<file path="src/rtl/rsc_core.sv">
`timescale 1ns/1ps
module rsc_core #(
  parameter logic [31:0] START_PC = 32'h0040_0024
) (
  input  logic        clk,
  input  logic        rst,
  output logic [31:0] imem_addr,
  input  logic [31:0] imem_rdata,
  output logic [31:0] dmem_addr,
  output logic [31:0] dmem_wdata,
  output logic        dmem_we,
  output logic        dmem_re,
  input  logic [31:0] dmem_rdata,
  output logic        illegal
);
  localparam logic [5:0] OP_RTYPE = 6'd0, OP_ZBR = 6'd1, OP_J = 6'd2, OP_BEQ = 6'd4,
                         OP_BNE = 6'd5, OP_ADDI = 6'd8, OP_SLTI = 6'd10, OP_LUI = 6'd15,
                         OP_LW = 6'd35, OP_SW = 6'd43;
  localparam logic [5:0] FN_SLL = 6'd0, FN_JR = 6'd8, FN_ADDU = 6'd33, FN_SUB = 6'd34;

  logic [31:0] pc, npc;
  logic [31:0] rf [32];

  wire [5:0]  op   = imem_rdata[31:26];
  wire [4:0]  rs   = imem_rdata[25:21];
  wire [4:0]  rt   = imem_rdata[20:16];
  wire [4:0]  rd   = imem_rdata[15:11];
  wire [4:0]  sh   = imem_rdata[10:6];
  wire [5:0]  fn   = imem_rdata[5:0];
  wire [15:0] imm  = imem_rdata[15:0];
  wire [31:0] imm_s = {{16{imm[15]}}, imm};

  wire [31:0] a = (rs == 5'd0) ? 32'd0 : rf[rs];
  wire [31:0] b = (rt == 5'd0) ? 32'd0 : rf[rt];
  wire [31:0] seq_pc = pc + 32'd4;
  wire [31:0] br_pc  = pc + {imm_s[29:0], 2'b00};

  logic        wen, st, ld, ill;
  logic [4:0]  wa;
  logic [31:0] wd;

  always_comb begin
    npc = seq_pc;
    wen = 1'b0;
    wa  = rt;
    wd  = 32'd0;
    st  = 1'b0;
    ld  = 1'b0;
    ill = 1'b0;
    unique case (op)
      OP_RTYPE: begin
        wa = rd;
        case (fn)
          FN_ADDU: begin wen = 1'b1; wd = a + b; end
          FN_SUB:  begin wen = 1'b1; wd = a - b; end
          FN_SLL:  begin wen = 1'b1; wd = b << sh; end
          FN_JR:   npc = a;
          default: ill = 1'b1;
        endcase
      end
      OP_ZBR: begin
        if (rt == 5'd1)      begin if (!a[31]) npc = br_pc; end
        else if (rt == 5'd0) begin if (a[31])  npc = br_pc; end
        else ill = 1'b1;
      end
      OP_J:    npc = {pc[31:28], imem_rdata[25:0], 2'b00};
      OP_BEQ:  if (a == b) npc = br_pc;
      OP_BNE:  if (a != b) npc = br_pc;
      OP_ADDI: begin wen = 1'b1; wd = a + imm_s; end
      OP_SLTI: begin wen = 1'b1; wd = {31'd0, $signed(a) < $signed(imm_s)}; end
      OP_LUI:  begin wen = 1'b1; wd = {imm, 16'd0}; end
      OP_LW:   begin wen = 1'b1; ld = 1'b1; wd = dmem_rdata; end
      OP_SW:   st = 1'b1;
      default: ill = 1'b1;
    endcase
  end

  assign imem_addr  = pc;
  assign dmem_addr  = a + imm_s;
  assign dmem_wdata = b;
  assign dmem_we    = st & ~rst;
  assign dmem_re    = ld & ~rst;
  assign illegal    = ill & ~rst;

  always_ff @(posedge clk) begin
    if (rst) pc <= START_PC;
    else     pc <= npc;
  end

  always_ff @(posedge clk) begin
    if (!rst && wen && wa != 5'd0) rf[wa] <= wd;
  end
endmodule


</file>
<file path="config.mk">
export PLATFORM = sky130hd
export DESIGN_NAME = rsc_core
export DESIGN_NICKNAME = d
export VERILOG_FILES = /design/src/rtl/rsc_core.sv
export SDC_FILE = /design/constraint.sdc
export NUM_CORES = 2
export LEC_CHECK = 0
export ABC_AREA = 1
export BUFFER_PORTS_ARGS = -buffer_cell sky130_fd_sc_hd__buf_2
export CORE_MARGIN = 4
export CORE_UTILIZATION = 25
export CTS_BUF_LIST = sky130_fd_sc_hd__clkbuf_16
export DETAILED_ROUTE_END_ITERATION = 12
export PLACE_DENSITY = 0.39
export SYNTH_ARGS = -nofsm -noshare
export SYNTH_HDL_FRONTEND = slang
export SYNTH_SLANG_ARGS = --single-unit
</file>
<file path="constraint.sdc">
create_clock -name clk -period 9.7 [get_ports clk]
set_input_delay 2.91 -clock clk [delete_from_list [all_inputs] [get_ports clk]]
set_output_delay 2.91 -clock clk [all_outputs]
set_load 0.005 [all_outputs]
</file>
# Word level (Yosys, flattened, before mapping)
# Memories as Yosys holds them, arrays and structs flattened.
# Cells that the tools add are included.
[op_classes] addsub=5 multipliers=0 n_div=0 magnitude_cmp=1 eq_ne=15 shift=1 mux=23 bitwise_logic=4 n_reduce_logical=12
[op_table] op="$pmux W32 S5" count=2
[op_table] op="$mux W32" count=9
[op_table] op="$add A32 B32 Y32" count=3
[op_table] op="$pmux W32 S3" count=1
[op_table] op="$add A32 B3 Y32 const B" count=1
[op_table] op="$eq A32 B32 Y1" count=1
[op_table] op="$lt A32 B16 Y1" count=1
[op_table] op="$ne A32 B32 Y1" count=1
[op_table] op="$shl A32 B5 Y32" count=1
[op_table] op="$sub A32 B32 Y32" count=1
[op_table] op="$eq A6 B4 Y1 const B" count=4
[op_table] op="$eq A6 B6 Y1 const B" count=4
[op_table] op="$eq A6 B3 Y1 const B" count=2
[op_table] op="$logic_not A6 Y1" count=2
[op_table] op="$logic_not A5 Y1" count=2
[op_table] op="$mux W1" count=8
[op_table] op="$reduce_or A4 Y1" count=2
[op_table] op="$reduce_or A8 Y1" count=1
[op_table] op="$eq A6 B1 Y1 const B" count=1
[op_table] op="$eq A6 B2 Y1 const B" count=1
[op_table] op="$eq A5 B1 Y1 const B" count=1
[op_table] op="$mux W5" count=1
[op_table] op="$reduce_bool A5 Y1" count=1
[op_table] op="$and A1 B1 Y1" count=3
[op_table] op="other kinds (6)" count=7
[word_totals] ff_bits=32 latch_bits=0 ram_bits=1024 rom_bits=0 memories=1
[mem_list] memory="rf" words=32 width=32 rd=2 rd_ports_with_merged_regs=0 wr=1 line_no="22" text="logic [31:0] rf [32];"

# Logic depth before layout (Yosys ltp)
[logic_depth] depth_word=8 mapped_depth=39 mapped_depth_nobuf=32

# Worst setup path before layout
# No wires, ideal clock.
[synth_timing] path_type="input to output" startpoint="input imem_rdata[21]" endpoint="output dmem_addr[26]" arrival_time_ns=6.869 required_time_ns=6.790 path_slack_ns=-0.079 stages=30 path_buffers=6 cell_sequence="buf_4 > buf_2 > buf_2 > buf_2 > clkbuf_1 > clkbuf_1 > o21ai_0 > o22ai_1 > nor2_1 > o211ai_1 > nand3_1 > inv_1 > ha_1 > inv_1 > fa_1 > nor2_1 > o21ai_0 > nand2_1 > nand2_1 > o311ai_0 > a21oi_1 > nor2_1 > nand3_1 > nand2_1 > nand2_1 > nand2_1 > nand2_1 > nand2_1 > nand2_1 > and2_1"
[synth_via] elab_chain_cells=3
[synth_lines] item="start: declaration" line_no="8" text="input logic [31:0] imem_rdata,"
[synth_lines] item="$mem_v2 Z32 W32 / $logic_not A5 Y1 (equally long branches)"
[synth_lines] item="$mux W32 (*)" line_no="33" text="wire [31:0] a = (rs == 5'd0) ? 32'd0 : rf[rs];"
[synth_lines] item="$add A32 B32 Y32 (*)" line_no="79" text="assign dmem_addr = a + imm_s;"
[synth_lines] item="end: declaration" line_no="9" text="output logic [31:0] dmem_addr,"
# Every way passes the cells marked *; elsewhere a longest branch is shown, timed or not.

# Worst setup path after layout
# Ends and elaborated chain as after synthesis.

==> flow_summary_export.csv <==
group,metric,value,unit
outcome,run_status,"finished, final reports clean",
drt,ant_nets,0,
synth,ys_top_cells_by_area,"edfxtp_1 (49%), nand2_1 (8.9%), o21ai_0 (6.8%)",
synth,synth_xor_area_frac,0.00926,
critical_path,arrival,6740,ps
power,p_int,8620,µW
global_route,grt_pass1_wl,475000,µm
synth,avgSynthCellArea,8.26,µm²
hold_path,hold_path.class,"reg2reg",
power,p_seq_frac,0.395,
clock_network,root_buffer,"clkbuf_16",
clock_network,htreeDepth,4,
place,placedInstanceArea,0.0715,mm²
global_route,track_usage,0.252,
synth,synth_top_area_share,0.485,
sta,finClkSkew,44.1,ps
synth,synth-edff-count,1024,
synth,async_flop_share,0,
die,dieHeight,511,µm
die,floorplan.initialDensity,0.252,
die,rows,184,
power,power_density,164,mW/mm²
drt,drc_errors,0,
synth,synth_top_family_by_area,"simple AND/OR/NAND/NOR gates",
sta,slew_viol_final,0,
power,combinationalPowerShare,0.215,
global_route,gr-total-overflow,0,
synth,synthMuxAreaShare,0,
global_route,grt_max_degree,101,
sta,fmax,104,MHz
drt,dr.pass1.iters,8,
clock_network,cts_buffers,132,
die,core,0.252,mm²
power,p_leak,0.0279,µW
critical_path,r2r_cells,28,
synth,synth_top_flop_cell,"edfxtp_1",
clock_network,clkTransAtPathRegs,40,ps
clock_network,clock_path_buffers,3,
drt,finalWirelength,347000,µm
drt,wl_per_cell,30.1,µm
clock_network,cts_tree,"built",
power,p_sw,4020,µW
synth,synth.distinct_cells,62,
die,die_w,511,µm
synth,netlist_area,0.0634,mm²
finish,fillers,26400,
critical_path,startpoint_type,"input pin",
global_route,grt_pass1_vias,60200,
place,port_buffers,164,
finish,area_growth,21.3,%
synth,yosys-top-cells-count,"nand2_1 (1,509), nor2_1 (1,118), edfxtp_1 (1,024)",
critical_path,crit_fanout,34,
synth,synth-simple-area-share,0.242,
sta,hold_ws,475,ps
sta,finalCritPeriodShare,0.995,
synth,synth-warning-count,0,
global_route,grt_antenna_before_repair,17,
drt,first_iter_violations,7578,
critical_path,end_kind,"output port",
die,io_pins,165,
drt,via_per_inst,5.48,
synth,yosysMostFrequentCell,"nand2_1",
drt,via_count,63100,
place,place_hpwl,227000,µm
synth,synth_compound_area_frac,0.160,
finish,nets,8270,
power,irDropWorstVdd,0.145,mV
sta,final_hold_viol_count,0,
synth,synth_seq_cells,1056,
power,power.clock.fraction,0.391,
sta,max_slew.worst_pin.slew,1140,ps
place,gp_congestion,0.981,
critical_path,criticalPathCategory,"in2out",
finish,stdcell_area,0.0769,mm²
finish,layout-drive-gt1-share,0.133,
synth,yosysSeqAreaShare,0.495,
clock_network,clkLatencyLatePin,820,ps
sta,rsz0062_at_grt,"yes",
sta,relSlewSlack,0.234,
flow_run,drv_cap,0,
die,dieArea,0.262,mm²
synth,syn_inst,7669,
sta,finalSetupViolCount,0,
power,p_sw_frac,0.318,
synth,synth_top_cell_by_area,"edfxtp_1",
sta,fin_crit,9650,ps
critical_path,cp_data_required_time,6790,ps
synth,synthAdderAreaFrac,0.0299,
hold_path,min_path_cells,2,
clock_network,clock_sinks,1056,
## logic make-up after synthesis
logic type | Yosys count
XOR/XNOR | 67
other | 1
adder cells (fa/ha/maj) | 149
flip-flops | 1056
AO/OA/AOI/OAI | 1789
buffers and inverters | 964
AND/OR/NAND/NOR | 3643
## placed cells by master, fill, tap and decap left out, types with 32 or more instances in the layout
| master | count |
|---|---|
| nor3_1 | 38 |
| nand4_1 | 142 |
| nor2_1 | 1066 |
| o221ai_1 | 62 |
| o22ai_1 | 152 |
| ha_1 | 131 |
| o21ai_1 | 70 |
| buf_2 | 154 |
| conb_1 | 32 |
| o21ai_0 | 819 |
| dfxtp_1 | 32 |
| clkbuf_16 | 142 |
| xor2_1 | 55 |
| nor2_4 | 40 |
| a21oi_1 | 377 |
| nand2_1 | 1504 |
| o211ai_1 | 170 |
| buf_12 | 77 |
| inv_1 | 472 |
| edfxtp_1 | 1024 |
| buf_4 | 425 |
| nand3_1 | 744 |
## power groups by stage
stage | registers [µW] | clock network [µW] | logic (µW)
floorplan | 5080 | 0 | 1310
global placement | 5090 | 0 | 2570
detailed placement | 5080 | 0 | 2560
CTS | 4990 | 5040 | 2590
global route | 4990 | 5220 | 2880
finish | 4990 | 4940 | 2710
## timing repair
action                                  CTS  global route
gates resized for setup                  30           167
hold buffers                              0             0
endpoints found under the setup margin   21            21
gates cloned                              3            10
buffers inserted                          2            17
pin swaps                                 4            33
## path summary, 6_finish.rpt
check	startpoint	to	slack (ps)
worst max register to register	rf[14][0]	rf[6][12]	3920
worst max-delay path	imem_rdata[21]	dmem_addr[26]	50
worst min register to register	imem_addr[1]	imem_addr[1]	480
worst min-delay path	imem_addr[1]	imem_addr[1]	480
## cell type report
cell class / count / area (µm²) / area share
diodes: 10 / 25.0 / 0.000326
clock buffers: 133 / 3330 / 0.0433
clock inverters: 104 / 886 / 0.0115
inverters: 478 / 1870 / 0.0244
multi-input cells: 5680 / 28700 / 0.373
flip-flops and latches: 1056 / 31400 / 0.408
well taps: 3348 / 4190 / 0.0545
repair buffers: 706 / 6480 / 0.0843
repair inverters: 1 / 16.3 / 0.000212
## through the flow
| step | utilization | worst slack (ps) | total power, µW | instances | TNS [ps] |
|---|---|---|---|---|---|
| global placement | 0.284 | -621 | 7660 | 11200 | -9190 |
| floorplan | - | -7.39 | 6390 | 7700 | -7.39 |
| global route | 0.305 | -47.6 | 13100 | 11500 | -173 |
| CTS | 0.301 | 4.59 | 12600 | 11500 | 0 |
| detailed placement | 0.284 | -523 | 7650 | 11200 | -7140 |
| finish | 0.305 | 48.7 | 12600 | 11500 | 0 |
## metal layers
| layer | routed length, µm | global-route usage | vias to the layer above |
|---|---|---|---|
| li1 | - | - | 27700 |
| met1 | 149000 | 0.345 | 31400 |
| met2 | 157000 | 0.400 | 3329 |
| met3 | 25500 | 0.0348 | 644 |
| met4 | 15000 | 0.103 | 2 |
| met5 | 13 | 0 | - |
## state kept, by name, indices dropped and copies added, names as in the netlist
name and cells:
imem_addr 32, rf 1024
## worst max-delay path: stages
cell and delay, ps:
buf_16 150, clkinv_16 110, buf_12 170, bufbuf_16 300, bufbuf_16 330, o21ai_1 150
o22ai_1 80, o211ai_1 200, o21ai_0 150, o211a_1 290, buf_12 170, ha_2 400
inv_1 80, a21oi_2 220, o21ai_1 140, a21oi_2 200, nand2_2 100, nand2_1 90
nand3_1 90, and2_1 190, buf_2 140
Power figures use the tool's default switching activity.
